### config.mk
export PLATFORM = sky130hd
export DESIGN_NAME = diag_regbank
export DESIGN_NICKNAME = d
export VERILOG_FILES = /design/src/rtl/diag_pkg.sv /design/src/rtl/diag_decode.sv /design/src/rtl/diag_split64.sv /design/src/rtl/diag_irq_gen.sv /design/src/rtl/diag_regbank.sv
export SDC_FILE = /design/constraint.sdc
export NUM_CORES = 1
export LEC_CHECK = 0
export ABC_CLOCK_PERIOD_IN_PS = 8480
export CAP_MARGIN = 10
export CORE_ASPECT_RATIO = 1.1
export CORE_UTILIZATION = 45
export CTS_CLUSTER_DIAMETER = 100
export DETAILED_ROUTE_END_ITERATION = 7
export GPL_TIMING_DRIVEN = 0
export PLACE_DENSITY = 0.77
export SYNTH_ARGS = -nofsm -noshare
export SYNTH_HDL_FRONTEND = slang
export SYNTH_HIERARCHICAL = 1
export SYNTH_SLANG_ARGS = --single-unit
### constraint.sdc
create_clock -name clk -period 8.48 [get_ports clk]
set_input_delay 1.696 -clock clk [delete_from_list [all_inputs] [get_ports clk]]
set_output_delay 1.696 -clock clk [all_outputs]
set_load 0.1 [all_outputs]
### src/rtl/diag_pkg.sv
// Shared constants and types for the diagnostic register bank.
// Assumes byte offsets are compared on the full window address width.
package diag_pkg;

    localparam int unsigned OFF_T32    = 32'h0010;
    localparam int unsigned OFF_T64_LO = 32'h0018;
    localparam int unsigned OFF_T64_HI = 32'h001C;
    localparam int unsigned OFF_IRQ    = 32'h0020;
    localparam int unsigned OFF_CTRL   = 32'h0300;

    typedef enum logic [2:0] {
        RGN_NONE   = 3'd0,
        RGN_T32    = 3'd1,
        RGN_T64_LO = 3'd2,
        RGN_T64_HI = 3'd3,
        RGN_IRQ    = 3'd4,
        RGN_CTRL   = 3'd5
    } region_e;

endpackage

### src/rtl/diag_decode.sv
// Address decoder: maps a byte offset to the register region it selects.
// Assumes the offset is already confined to the window; anything else is RGN_NONE.
module diag_decode
    import diag_pkg::*;
#(
    parameter int ADDR_W = 13
) (
    input  logic [ADDR_W-1:0] addr,
    output region_e           region
);

    // Compare the offset against each mapped register.
    always_comb begin
        region = RGN_NONE;
        if (addr == ADDR_W'(OFF_T32))         region = RGN_T32;
        else if (addr == ADDR_W'(OFF_T64_LO)) region = RGN_T64_LO;
        else if (addr == ADDR_W'(OFF_T64_HI)) region = RGN_T64_HI;
        else if (addr == ADDR_W'(OFF_IRQ))    region = RGN_IRQ;
        else if (addr == ADDR_W'(OFF_CTRL))   region = RGN_CTRL;
    end

endmodule

### src/rtl/diag_split64.sv
// 64-bit register with an ordered two-half write path.
// A lower-half write is staged; an upper-half write commits {upper, staged}.
// Assumes at most one of wr_full, wr_lo, wr_hi is high per cycle.
module diag_split64 #(
    parameter int DATA_W = 64,
    localparam int HALF_W = DATA_W / 2
) (
    input  logic              clk,
    input  logic              rst_n,
    input  logic              clr,
    input  logic              wr_full,
    input  logic              wr_lo,
    input  logic              wr_hi,
    input  logic [DATA_W-1:0] wdata,
    output logic [DATA_W-1:0] value
);

    logic [HALF_W-1:0] stage_q;

    // Hold the lower half until its upper half arrives.
    always_ff @(posedge clk) begin
        if (!rst_n || clr)  stage_q <= '0;
        else if (wr_lo)     stage_q <= wdata[HALF_W-1:0];
    end

    // Update the full value on an 8-byte write or an upper-half commit.
    always_ff @(posedge clk) begin
        if (!rst_n || clr)  value <= '0;
        else if (wr_full)   value <= wdata;
        else if (wr_hi)     value <= {wdata[HALF_W-1:0], stage_q};
    end

endmodule

### src/rtl/diag_irq_gen.sv
// Interrupt-test generator: a written number N raises vector N alone.
// Keeps one sticky pending bit per vector and a one-cycle strobe with the number.
// Assumes clr and fire_req never coincide (they come from different offsets).
module diag_irq_gen #(
    parameter int NUM_VEC = 256,
    localparam int VEC_W = (NUM_VEC > 1) ? $clog2(NUM_VEC) : 1
) (
    input  logic               clk,
    input  logic               rst_n,
    input  logic               clr,
    input  logic               fire_req,
    input  logic [31:0]        fire_val,
    output logic [NUM_VEC-1:0] pend,
    output logic               strobe,
    output logic [VEC_W-1:0]   num
);

    logic             fire_ok;
    logic [VEC_W-1:0] fire_idx;

    // Accept only numbers that name an existing vector.
    always_comb begin
        fire_ok  = fire_req && (fire_val < 32'(NUM_VEC));
        fire_idx = fire_val[VEC_W-1:0];
    end

    // One sticky pending bit per vector.
    for (genvar g = 0; g < NUM_VEC; g++) begin : g_pend
        always_ff @(posedge clk) begin
            if (!rst_n || clr)                          pend[g] <= 1'b0;
            else if (fire_ok && fire_idx == VEC_W'(g))  pend[g] <= 1'b1;
        end
    end

    // Single-cycle strobe carrying the raised vector number.
    always_ff @(posedge clk) begin
        if (!rst_n || clr) begin
            strobe <= 1'b0;
            num    <= '0;
        end else begin
            strobe <= fire_ok;
            if (fire_ok) num <= fire_idx;
        end
    end

endmodule

### src/rtl/diag_regbank.sv
// Diagnostic register bank: doubling scratch registers (32 and 64 bit),
// an interrupt-test register and a control register with a soft-reset bit.
// Assumes a synchronous active-low reset and combinational reads from bus_addr.
module diag_regbank
    import diag_pkg::*;
#(
    parameter int NUM_VEC   = 256,
    parameter int WIN_BYTES = 8192,
    localparam int ADDR_W   = $clog2(WIN_BYTES),
    localparam int VEC_W    = (NUM_VEC > 1) ? $clog2(NUM_VEC) : 1
) (
    input  logic               clk,
    input  logic               rst_n,
    input  logic [ADDR_W-1:0]  bus_addr,
    input  logic               bus_we,
    input  logic               bus_dw,
    input  logic [63:0]        bus_wdata,
    output logic [63:0]        bus_rdata,
    output logic [NUM_VEC-1:0] irq_pend,
    output logic               irq_strobe,
    output logic [VEC_W-1:0]   irq_num
);

    region_e     region;
    logic        soft_clr;
    logic        wr_t32;
    logic        wr_full;
    logic        wr_lo;
    logic        wr_hi;
    logic        wr_irq;
    logic [31:0] t32_q;
    logic [31:0] irq_last_q;
    logic [63:0] t64_val;
    logic [31:0] dbl32;
    logic [63:0] dbl64;

    diag_decode #(.ADDR_W(ADDR_W)) u_dec (
        .addr   (bus_addr),
        .region (region)
    );

    // Write strobes per region; an 8-byte write at the upper half is dropped.
    always_comb begin
        soft_clr = bus_we && (region == RGN_CTRL) && bus_wdata[0];
        wr_t32   = bus_we && (region == RGN_T32);
        wr_full  = bus_we && (region == RGN_T64_LO) && bus_dw;
        wr_lo    = bus_we && (region == RGN_T64_LO) && !bus_dw;
        wr_hi    = bus_we && (region == RGN_T64_HI) && !bus_dw;
        wr_irq   = bus_we && (region == RGN_IRQ);
    end

    // 32-bit scratch register.
    always_ff @(posedge clk) begin
        if (!rst_n || soft_clr) t32_q <= '0;
        else if (wr_t32)        t32_q <= bus_wdata[31:0];
    end

    // Last value written to the interrupt-test register.
    always_ff @(posedge clk) begin
        if (!rst_n || soft_clr) irq_last_q <= '0;
        else if (wr_irq)        irq_last_q <= bus_wdata[31:0];
    end

    diag_split64 #(.DATA_W(64)) u_t64 (
        .clk     (clk),
        .rst_n   (rst_n),
        .clr     (soft_clr),
        .wr_full (wr_full),
        .wr_lo   (wr_lo),
        .wr_hi   (wr_hi),
        .wdata   (bus_wdata),
        .value   (t64_val)
    );

    diag_irq_gen #(.NUM_VEC(NUM_VEC)) u_irq (
        .clk      (clk),
        .rst_n    (rst_n),
        .clr      (soft_clr),
        .fire_req (wr_irq),
        .fire_val (bus_wdata[31:0]),
        .pend     (irq_pend),
        .strobe   (irq_strobe),
        .num      (irq_num)
    );

    // Doubled images of the scratch registers, wrapping at their widths.
    always_comb begin
        dbl32 = {t32_q[30:0], 1'b0};
        dbl64 = {t64_val[62:0], 1'b0};
    end

    // Read mux: unmapped and write-only offsets return zero.
    always_comb begin
        unique case (region)
            RGN_T32:    bus_rdata = {32'h0, dbl32};
            RGN_T64_LO: bus_rdata = bus_dw ? dbl64 : {32'h0, dbl64[31:0]};
            RGN_T64_HI: bus_rdata = {32'h0, dbl64[63:32]};
            RGN_IRQ:    bus_rdata = {32'h0, irq_last_q};
            default:    bus_rdata = 64'h0;
        endcase
    end

endmodule

==> results.json, run 1 <==
{
  "start_kind": "primary input",
  "endpoint_kind": "output pin",
  "critPathMaxStageDelay_ns": 1.14,
  "r2r-end": "u_t64/value[39]$_SDFFE_PP0P_",
  "wl_per_cell_um": 20.6,
  "fmax_mhz": 133,
  "critPathKind": "in -> out",
  "cts_tree": "done",
  "wirelength_um": 56200,
  "htree_levels": 2,
  "rsz0062_at_grt": "false",
  "syn-num-nets": 1885,
  "maxCapViolCount": 0,
  "die_y_um": 199,
  "post-cts-setup-buffers": 0,
  "final_cells": 2723,
  "drc_errors": 0,
  "worstSetupStartpoint": "bus_addr[0]",
  "avgSynthCellArea_um2": 8.78,
  "path_buf_inv": 4,
  "crit_cells": 10,
  "vias_per_cell": 5.61,
  "vdd_ir_drop_max_v": 0.000123,
  "dp_cells": 2650,
  "fin_nets": 2337,
  "setup_tns_ns": 0,
  "drive_gt1_frac": 0.0665,
  "multiInputGateArea_um2": 6680,
  "rr_worst_depth": 2,
  "hold_viol": 0,
  "skew_ns": 0.00496,
  "clock_path_buffers": 3,
  "hold_buffers": 0,
  "grt_start_max_net_pins": 16,
  "cp_max_fo": 10,
  "powerDensity_nw_per_um2": 183,
  "die-width_um": 181,
  "hold_ws_ns": 0.448,
  "crit_end": "bus_rdata[14]",
  "drt_iter0_markers": 1237,
  "antennaDiodeCount": 0,
  "leakage_nw": 7.57,
  "tightestPinTransition_ns": 1.29,
  "drv_slew": 0,
  "regArea_um2": 8470,
  "fin_ws_ns": 0.950,
  "port_buffers": 408,
  "clkSinkCount": 423,
  "critPathRequiredTime_ns": 6.78,
  "fin_crit_sh": 0.888,
  "critical-path-top-delay-family": "buffers and inverters",
  "vias": 15300,
  "finalSetupViolations": 0,
  "cts_root_buffer": "clkbuf_16",
  "initial_core_util": 0.460,
  "arrival_ns": 5.83,
  "postCtsResizedCells": 0,
  "grt_pass1_vias": 14700,
  "antenna_found_initial": 0,
  "syn_to_final_growth_pct": 38.0,
  "syn_inst": 1804,
  "synth_area_um2": 15800,
  "clk_pin_slew_ns": 0.06,
  "ys_warn_count": 6,
  "gp_congestion": 0.878,
  "crit_slowest_cell": "clkdlybuf4s50_1",
  "status": "complete, no violations",
  "path_cells": "clkdlybuf4s50_1, nor4_2, nand2_1, nor3_1, and3b_1, clkbuf_1, buf_2, a22oi_1, nand2_1, clkdlybuf4s50_1",
  "r2r_slack_ns": 7.63,
  "min-delay-path-class": "reg -> reg",
  "dieArea_um2": 35900,
  "cts_buffers": 42,
  "drtPass1Iterations": 6,
  "max-slew-margin-rel": 0.135,
  "r2r-start": "u_t64/value[39]$_SDFFE_PP0P_",
  "dp_slack_ns": 1.04,
  "ant_nets": 0,
  "clock_latency_ns": 0.54,
  "grt_pass1_wl_um": 84600,
  "ios": 410,
  "fin_crit_ns": 7.53,
  "hpwl_um": 41400,
  "overflow": 0,
  "grt_use_total": 0.304,
  "core_area_um2": 34400,
  "fill_cells": 2848,
  "rows": 71
}
==> tightest hold or removal path: stages (launching register included) <==
cell	delay [ns]
dfxtp_1	0.31
nand2_1	0.05
o21ai_1	0.05
==> sequential cells by signal (all words and copies together) (netlist names) <==
register       flops
u_t64/stage_q     32
t32_q             31
u_irq/num          8
u_t64/value       63
u_irq/pend       256
irq_last_q        32
u_irq/strobe       1
==> stage by stage <==
step	utilization	instance area, µm²	power [mW]
after floorplan	-	15800	2.08
after global placement	0.595	20500	2.16
after detailed placement	0.595	20500	2.16
after CTS	0.636	21800	4.01
after global routing	0.636	21800	4.10
final	0.636	21800	3.99
==> power by group <==
group	leakage, nW	total [mW]	switching [mW]	internal (mW)
Sequential	3.40	1.99	0.0000477	1.99
Combinational	3.49	0.134	0.0884	0.0455
Clock	0.680	1.87	0.769	1.10
==> placed cells by master (no fill, tap or decap), types with 2 or more instances in the layout <==
master,instances
inv_2,2
clkinv_2,8
clkinvlp_4,2
bufinv_16,4
inv_6,2
nor3b_1,3
nor4_2,2
a211oi_1,63
clkbuf_1,73
nor2_1,45
and3b_1,4
or4_4,2
nor3b_2,3
and4_1,2
clkbuf_2,14
dfxtp_1,423
buf_6,2
clkbuf_16,43
nor4_1,3
o21ai_0,245
a21oi_1,64
clkdlybuf4s50_1,408
nand4b_4,2
nand2_1,498
mux2i_1,103
nand2b_1,6
o21ai_1,11
and3_1,34
nand4bb_1,2
nor2b_1,65
buf_8,6
buf_2,48
a22oi_1,62
clkbuf_8,6
nor3_1,11
==> metal layers <==
layer	vias to the layer above	track usage	share of wire
met5	-	0	0
met4	0	0.159	0.051
met3	178	0.0626	0.083
met2	808	0.525	0.48
met1	7235	0.358	0.38
li1	7048	-	-
==> worst min path at each step <==
| stage | start | end | cells after the start |
|---|---|---|---|
| after global routing | irq_last_q[13]$_SDFFE_PP0P_ | irq_last_q[13]$_SDFFE_PP0P_ | 2 |
| after floorplan | t32_q[0]$_SDFFE_PP0P_ | t32_q[0]$_SDFFE_PP0P_ | 2 |
| final | u_irq/pend[173]$_SDFFE_PP0P_ | u_irq/pend[173]$_SDFFE_PP0P_ | 2 |
| after detailed placement | u_irq/pend[173]$_SDFFE_PP0P_ | u_irq/pend[173]$_SDFFE_PP0P_ | 2 |
| after CTS | u_irq/pend[173]$_SDFFE_PP0P_ | u_irq/pend[173]$_SDFFE_PP0P_ | 2 |
| after global placement | u_irq/pend[65]$_SDFFE_PP0P_ | u_irq/pend[65]$_SDFFE_PP0P_ | 2 |
==> final cells by class <==
type,instances,area share
well taps,438,0.0251
plain buffers,136,0.0309
clock inverters,16,0.00882
repair buffers,408,0.187
flip-flops and latches,423,0.388
multi-input cells,1242,0.306
inverters,3,0.000515
clock buffers,57,0.0544
Power figures use the tool's default switching activity.
==> run 2, diff against run 1 <==
- ABC_CLOCK_PERIOD_IN_PS: 8480 -> default
==> results of run 2 <==
Same layout as run 1: the final DEF is identical, and so are final timing and power.
